<file path="src/rtl/lagen_pkg.sv">
package lagen_pkg;
  localparam int ADDR_W  = 32;
  localparam int SEG_W   = 16;
  localparam int SEG_SH  = 4;
  localparam int REAL_AW = SEG_W + SEG_SH;
  localparam int LIM_W   = 20;
  localparam int PAGE_SH = ADDR_W - LIM_W;

  typedef enum logic {MODE_REAL = 1'b0, MODE_PROT = 1'b1} addr_mode_e;
endpackage

</file>
<file path="src/rtl/lagen_real.sv">
module lagen_real #(
  parameter int SEG_W   = lagen_pkg::SEG_W,
  parameter int SEG_SH  = lagen_pkg::SEG_SH,
  parameter int ADDR_W  = lagen_pkg::ADDR_W,
  localparam int REAL_AW = SEG_W + SEG_SH
) (
  input  logic [SEG_W-1:0]  seg,
  input  logic [ADDR_W-1:0] off,
  output logic [ADDR_W-1:0] addr
);
  logic [REAL_AW-1:0] seg_sh;
  logic [REAL_AW-1:0] sum;

  assign seg_sh = {seg, {SEG_SH{1'b0}}};
  assign sum    = seg_sh + REAL_AW'(off[SEG_W-1:0]);
  assign addr   = ADDR_W'(sum);
endmodule

</file>
<file path="src/rtl/lagen_prot.sv">
module lagen_prot #(
  parameter int ADDR_W  = lagen_pkg::ADDR_W,
  parameter int LIM_W   = lagen_pkg::LIM_W,
  localparam int PAGE_SH = ADDR_W - LIM_W
) (
  input  logic [ADDR_W-1:0] base,
  input  logic [ADDR_W-1:0] off,
  input  logic [LIM_W-1:0]  lim,
  input  logic              gran,
  output logic [ADDR_W-1:0] addr,
  output logic              over
);
  logic [ADDR_W-1:0] eff_lim;

  always_comb begin
    if (gran) eff_lim = {lim, {PAGE_SH{1'b1}}};
    else      eff_lim = ADDR_W'(lim);
  end

  assign over = off > eff_lim;
  assign addr = base + off;

  // a page-scaled offset whose page index fits the limit is always in range
  always_comb begin
    if (gran && (off[ADDR_W-1:PAGE_SH] <= lim))
      a_r6_page_fit: assert (!over);
  end

  // a byte-granular offset with bits above the limit width must be out of range
  always_comb begin
    if (!gran && (off[ADDR_W-1:LIM_W] != '0))
      a_r5_byte_over: assert (over);
  end
endmodule

</file>
<file path="src/rtl/lagen_top.sv">
module lagen_top #(
  parameter int ADDR_W = lagen_pkg::ADDR_W,
  parameter int SEG_W  = lagen_pkg::SEG_W,
  parameter int SEG_SH = lagen_pkg::SEG_SH,
  parameter int LIM_W  = lagen_pkg::LIM_W,
  localparam int REAL_AW = SEG_W + SEG_SH
) (
  input  logic              clk,
  input  logic              rst,
  input  logic              ctl_we,
  input  logic              ctl_pe,
  input  logic              req,
  input  logic [SEG_W-1:0]  seg_sel,
  input  logic [ADDR_W-1:0] offset,
  input  logic [ADDR_W-1:0] seg_base,
  input  logic [LIM_W-1:0]  seg_limit,
  input  logic              seg_gran,
  output logic [ADDR_W-1:0] lin_addr,
  output logic              acc_valid,
  output logic              acc_fault
);
  import lagen_pkg::*;

  addr_mode_e        mode_q;
  logic [ADDR_W-1:0] real_addr;
  logic [ADDR_W-1:0] prot_addr;
  logic              prot_over;
  logic              take_fault;
  logic              take_ok;
  logic [ADDR_W-1:0] sel_addr;

  lagen_real #(.SEG_W(SEG_W), .SEG_SH(SEG_SH), .ADDR_W(ADDR_W)) u_real (
    .seg  (seg_sel),
    .off  (offset),
    .addr (real_addr)
  );

  lagen_prot #(.ADDR_W(ADDR_W), .LIM_W(LIM_W)) u_prot (
    .base (seg_base),
    .off  (offset),
    .lim  (seg_limit),
    .gran (seg_gran),
    .addr (prot_addr),
    .over (prot_over)
  );

  always_ff @(posedge clk) begin
    if (rst)         mode_q <= MODE_REAL;
    else if (ctl_we) mode_q <= addr_mode_e'(ctl_pe);
  end

  assign take_fault = req && (mode_q == MODE_PROT) && prot_over;
  assign take_ok    = req && !take_fault;
  assign sel_addr   = (mode_q == MODE_PROT) ? prot_addr : real_addr;

  always_ff @(posedge clk) begin
    if (rst) begin
      acc_valid <= 1'b0;
      acc_fault <= 1'b0;
      lin_addr  <= '0;
    end else begin
      acc_valid <= take_ok;
      acc_fault <= take_fault;
      lin_addr  <= take_ok ? sel_addr : '0;
    end
  end

  // accept and fault are exclusive
  a_r7_exclusive: assert property (@(posedge clk) disable iff (rst)
    !(acc_valid && acc_fault));

  // no request, no result on the next cycle
  a_r9_idle_quiet: assert property (@(posedge clk) disable iff (rst)
    !req |=> (!acc_valid && !acc_fault && lin_addr == '0));

  // real-mode requests never fault
  a_r3_real_nofault: assert property (@(posedge clk) disable iff (rst)
    (req && mode_q == MODE_REAL) |=> !acc_fault);

  // real-mode results stay inside the 20-bit space
  a_r2_real_range: assert property (@(posedge clk) disable iff (rst)
    (req && mode_q == MODE_REAL) |=> (lin_addr[ADDR_W-1:REAL_AW] == '0));

  // a mode write lands on the next cycle
  a_r8_mode_load: assert property (@(posedge clk) disable iff (rst)
    ctl_we |=> (mode_q == addr_mode_e'($past(ctl_pe))));
endmodule

</file>
<file path="config.mk">
export PLATFORM = sky130hd
export DESIGN_NAME = lagen_top
export DESIGN_NICKNAME = d
export VERILOG_FILES = /design/src/rtl/lagen_pkg.sv /design/src/rtl/lagen_real.sv /design/src/rtl/lagen_prot.sv /design/src/rtl/lagen_top.sv
export SDC_FILE = /design/constraint.sdc
export NUM_CORES = 1
export LEC_CHECK = 0
export BUFFER_PORTS_ARGS = -buffer_cell sky130_fd_sc_hd__buf_4
export CAP_MARGIN = 10
export CORE_MARGIN = 4
export CORE_UTILIZATION = 48
export CTS_BUF_LIST = sky130_fd_sc_hd__clkbuf_4 sky130_fd_sc_hd__clkbuf_8
export CTS_CLUSTER_DIAMETER = 200
export DETAILED_ROUTE_END_ITERATION = 6
export PLACE_DENSITY = 0.88
export SYNTH_ARGS = -nofsm -noshare
export SYNTH_HDL_FRONTEND = slang
export SYNTH_SLANG_ARGS = --single-unit
</file>
<file path="constraint.sdc">
create_clock -name clk -period 3.11 [get_ports clk]
set_clock_uncertainty 0.05 [all_clocks]
set_input_delay 0.311 -clock clk [delete_from_list [all_inputs] [get_ports clk]]
set_output_delay 0.311 -clock clk [all_outputs]
set_load 0.005 [all_outputs]
</file>
; ---- Word-level counts from Yosys, hierarchy flattened
; Cells that the tools add are included.
[op_classes]
reduce_logical = 6
n_bitwise = 2
n_addsub = 2
magnitude_cmp = 1
muxes = 2
[ops]
columns = cell, n
row1 = adder 32 bit, 1
row2 = greater-than comparator 32 bit, 1
row3 = 2-to-1 mux 32 bit, 1
row4 = adder 20 x 16 -> 20 bit, 1
row5 = 2-to-1 mux 20 bit, 1
row6 = logical AND 1 bit, 3
row7 = OR reduction 3 bit, 1
row8 = inverter 1 bit, 2
row9 = OR reduction 2 bit, 1
row10 = logical NOT 1 bit, 1
[totals]
reg_bits = 35
elab_cells = 18
input_bits = 106
out_inout_bits = 34

; ---- Depth between registers and ports, before layout
[logic_depth]
word_depth = 7
depth_mapped = 13
depth_no_buf = 11

; ---- Cells and area by module
; A second synthesis with hierarchy kept.
[unflattened]
cells_unflattened = 599
area_unflattened_um2 = 4803.4
[by_module_without_submodules]
columns = mod, cells_per_inst, area_each_um2, seq_area_each_um2, instances
row1 = lagen_prot, 327, 2469.9, 0.0, 1
row2 = lagen_top, 151, 1418.9, 700.7, 1
row3 = lagen_real, 121, 914.6, 0.0, 1

; ---- Worst setup path after synthesis
; Ideal clock, no wire load.
[synth_timing]
path_type = input-to-reg
from = input port seg_gran
to = register lin_addr[20]
setup_ps = 121
n_path_buf = 3
required_time_ps = 2939
arrival_time_ps = 2907
setup_slack_ps = 32
cell_stages = 13
cell_sequence = clkbuf_1 clkbuf_1 mux2i_1 ha_1 and4_1 or4b_1 a21oi_1 a2111oi_2 o211a_1 o21bai_1 or2_4 buf_6 nor3_2
[synth_via]
elab_chain_cells = 7
[synth_lines]
columns = element, line_no
row1 = "start, declared", lagen_top.sv:17  ; input logic seg_gran,
row2 = 2-to-1 mux 32 bit, lagen_prot.sv:16  ; if (gran) eff_lim = {lim, {PAGE_SH{1'b1}}};
row3 = greater-than comparator 32 bit, lagen_prot.sv:20  ; assign over = off > eff_lim;
row4 = logical AND 1 bit, lagen_top.sv:52  ; assign take_fault = req && (mode_q == MODE_PROT) && prot_over;
row5 = logical NOT 1 bit, lagen_top.sv:53  ; assign take_ok = req && !take_fault;
row6 = logical AND 1 bit, lagen_top.sv:53
row7 = inverter 1 bit (no source line), -
row8 = OR reduction 3 bit (no source line), -
row9 = "end signal, assigned", lagen_top.sv:64  ; lin_addr <= take_ok ? sel_addr : '0;
row10 = "end, declared", lagen_top.sv:18  ; output logic [ADDR_W-1:0] lin_addr,
; Every way passes these cells.
; A chain may end at the register's enable or synchronous reset.

; ---- Worst setup path after layout
[layout_timing]
from = input port offset[0]
to = register lin_addr[24]
[layout_via]
elab_chain_cells = 6
elab_cells_between_ends = 7
classes_between = add/sub (1) / order compare (1) / bitwise (1) / reduce/logical (4)
[layout_lines]
columns = element, line_no
row1 = "start, declared", lagen_top.sv:14  ; input logic [ADDR_W-1:0] offset,
row2 = greater-than comparator 32 bit, lagen_prot.sv:20
row3 = logical AND 1 bit, lagen_top.sv:52
row4 = logical NOT 1 bit, lagen_top.sv:53
row5 = logical AND 1 bit, lagen_top.sv:53
row6 = inverter 1 bit (no source line), -
row7 = OR reduction 3 bit (no source line), -
; Several ways; a longest one is shown, not always the timed one.

==> Implementation_results.wiki <==
{| class="wikitable"
! Metric !! Value
|-
| Part of the cycle the worst path needs || 88.6%
|-
| Critical path launch point type || input port
|-
| Sequential element share of the synthesized area || 16.9%
|-
| Number of buffers created by CTS || 5
|-
| Post-synthesis net count || 719
|-
| Measured slew at the worst slew-check pin || 0.736 ns
|-
| Number of vias per cell after detailed routing || 5.88
|-
| Number of rows in the core area || 33
|-
| Total number of vias || 4561
|-
| Number of optimization iterations in the first detailed-route pass || 5
|-
| Top flip-flop cell by instance count after synthesis || dfxtp_1
|-
| Global placer's final weighted congestion || 0.874
|-
| Setup fix buffers added after clock tree synthesis || 0
|-
| Setup repair after global routing missed its margin || no
|-
| Class of the worst hold path || in -> reg
|-
| Clock tree root driver cell || clkbuf_8
|-
| Met1 capacity usage during global routing || 33.0%
|-
| Kind of end point of the critical path || flip-flop
|-
| Worst min-delay path endpoint || mode_q
|-
| Total Routing Usage GR || 26.4%
|-
| Yosys warning total || 0
|-
| Initial detailed-routing violation count || 121
|-
| CP Class || in -> reg
|-
| Maximum number of pins on one net before global-route repair || 31
|-
| Number of filler instances in the final layout || 723
|-
| Core footprint || 8340 µm²
|-
| Bufs on Longest Clock Path || 2
|-
| Clock insertion delay at the later pin of the skew report || 0.29 ns
|-
| Arrival time of the worst setup path || 2.93 ns
|-
| Hold violation total from the final report || 0
|-
| Die footprint || 10200 µm²
|-
| Gr busiest metal || met2
|-
| Number of nets still failing antenna checks after routing || 0
|-
| Most common cell on crit path || a21oi_1
|-
| Final number of setup-violating endpoints || 0
|-
| VDD IR-drop max || 185 µV
|-
| Total negative setup slack || 0 ns
|-
| Fraction of synthesis flops using an asynchronous set or reset pin || 0%
|-
| Commonest non-fill, non-tap cells in the layout || buf_4 (144), ha_1 (75), nor2_1 (58)
|-
| Relative slew slack || 50.3%
|-
| Met3 global-route usage || 3.67%
|-
| Cell-by-cell trace of the critical path || buf_4 > ha_1 > inv_1 > fa_1 > nand2b_1 > a211oi_1 > o2111ai_1 > a21oi_1 > nor2_1 > o211a_1 > or3_1 > a21oi_1
|-
| Share of layout cells above drive strength 1 || 24.0%
|-
| Total congestion overflow || 0
|-
| Final Critical Period || 2.76 ns
|-
| Pleak || 0.00268 µW
|-
| Initial Utilization || 49.8%
|-
| Total number of nets in the final design || 853
|-
| Post-DR wirelength/cell || about 18 µm
|-
| H-Tree Level Count || 2
|-
| Number of placed I/O pins || 140
|-
| Routed Wire Length || around 14000 µm
|-
| Count of buffers from port buffering || 139
|-
| CTS clock-pin slew for the worst setup and hold paths || 0.09 ns
|-
| Max cap viols || 0
|-
| Post-synth EDFFs || 0
|-
| Cell type of the slowest stage on the worst timing path || a211oi_1
|-
| Hold depth || 2
|-
| DRC Markers || 0
|-
| Post-synthesis instance total || 536
|-
| Max FO, Critical Path || 3
|-
| Crit path largest cell delay || 0.40 ns
|-
| Overall die height || 101 µm
|-
| Vias in the first global route || 4521
|-
| Number of antenna violations at the first check in global routing || 0
|-
| Number of synthesized register bits || 35
|-
| Synthesized cell area || 4160 µm²
|-
| Achievable Freq || 363 MHz
|-
| Crit Reg-Reg Endpoint || lin_addr[8]
|-
| Average cell area after synthesis || 7.76 µm²
|-
| CTS tree || yes
|-
| Die span in x || a little over 100 µm
|-
| Slack of the worst reg-to-reg path || 1.39 ns
|-
| Post-synth cell types || 54
|-
| RR Startpoint || mode_q
|-
| Most common cell after layout, fill and taps aside || buf_4
|-
| Total inserted antenna cells || 0
|-
| Total count of max-transition violations in the final report || 0
|-
| Worst hold start || rst
|-
| Area Growth Syn to Fin || 29.9%
|-
| Data required time of the worst path || 3.28 ns
|-
| Post_cts resized || 0
|-
| Routing usage on met2 || 46.5%
|-
| PnR Total Power || 1690 µW
|-
| Logic depth of the worst register-to-register path || 6
|-
| Total power per unit cell area || 313 nW/µm²
|-
| Post-cts hold buffer count || 0
|-
| Post-detailed-placement half-perimeter wirelength || around 12000 µm
|-
| Global-route wire length before repair || approximately 22000 µm
|-
| Run status || completed
|-
| Number of sinks handled by clock tree synthesis || 35
|}
[where the power goes]
part | internal (µW) | total, µW | switching (µW) | leakage, µW
Sequential | 471 | 479 | 7.67 | 0.000286
Clock | 212 | 395 | 184 | 0.0000549
Combinational | 385 | 814 | 429 | 0.00234
[metal layers]
metal / part of all wire (%) / wire length [µm]
met1: 42 / 5820
met2: 49 / 6720
met3: 6.6 / 914
met4: 2.3 / 319
met5: 0 / 0
[registers in the layout, indices dropped and copies added (netlist names)]
name,count
mode_q,1
acc_fault,1
acc_valid,1
lin_addr,32
[kinds of logic after synthesis]
logic type,Yosys count,synth area share [%]
AO/OA/AOI/OAI,168,25.9
XOR/XNOR,30,6.32
adder cells (fa/ha/maj),77,23.5
buffers and inverters,32,3.13
flip-flops,35,16.9
multiplexers,13,3.13
AND/OR/NAND/NOR,181,21.1
[per-stage QoR]
stage                     instances  setup WS [ns]  hold slack, ns  area, µm²  utilization (%)
after floorplan                 536         0.0320           0.333       4160                -
after global placement          768          0.117           0.426       5300             63.5
after detailed placement        768         0.0931           0.432       5300             63.5
after CTS                       776          0.374           0.117       5400             64.7
after global routing            776         0.0999           0.120       5400             64.7
final                           776          0.355           0.116       5400             64.7
[final cells by class]
type                       instances  area (µm²)  area share [%]
clock buffer                       8         104            1.92
timing repair buffer             144        1080            20.0
multi-input combinational        469        3330            61.6
tap                              105         131            2.43
sequential                        35         701            13.0
inverter                          15        56.3            1.04
[worst max-delay path by stage]
stage / slack (ns) / startpoint / endpoint / cells after the start
global route: 0.1 / offset[0] / lin_addr[24] / 12
finish: 0.35 / offset[0] / lin_addr[24] / 12
floorplan: 0.03 / seg_gran / lin_addr[20] / 13
global placement: 0.12 / offset[0] / lin_addr[24] / 12
CTS: 0.37 / offset[0] / lin_addr[24] / 12
detailed placement: 0.09 / seg_gran / lin_addr[5] / 11
[synth_stat cells (3+ instances only)]
library cell | count | area (µm²)
ha_1 | 75 | 938
nor2_1 | 58 | 218
a21oi_1 | 51 | 255
nand2_1 | 42 | 158
dfxtp_1 | 35 | 701
o21ai_0 | 33 | 165
a21o_1 | 28 | 210
nor3_1 | 17 | 85.1
a211oi_1 | 15 | 113
xnor2_1 | 15 | 131
xor2_1 | 15 | 131
inv_1 | 14 | 52.6
clkbuf_1 | 13 | 48.8
mux2i_1 | 13 | 130
nand2b_1 | 10 | 62.6
nand3_1 | 10 | 50.1
nand4_1 | 8 | 50.1
a31oi_1 | 7 | 43.8
o21a_1 | 7 | 52.6
and2_1 | 6 | 37.5
nor2b_1 | 6 | 37.5
o211ai_1 | 6 | 45.0
o2111ai_1 | 4 | 35.0
or2_2 | 4 | 25.0
or3_1 | 4 | 25.0
nor3_2 | 3 | 30.0
[worst max-delay path: cells and delay by family]
family / cells / cell delay, ns
compound gates: 5 / 1.23
fa+ha+maj: 2 / 0.61
buf+inv: 2 / 0.16
simple gates: 3 / 0.61
Note: power is estimated with default switching activity, not from simulation.
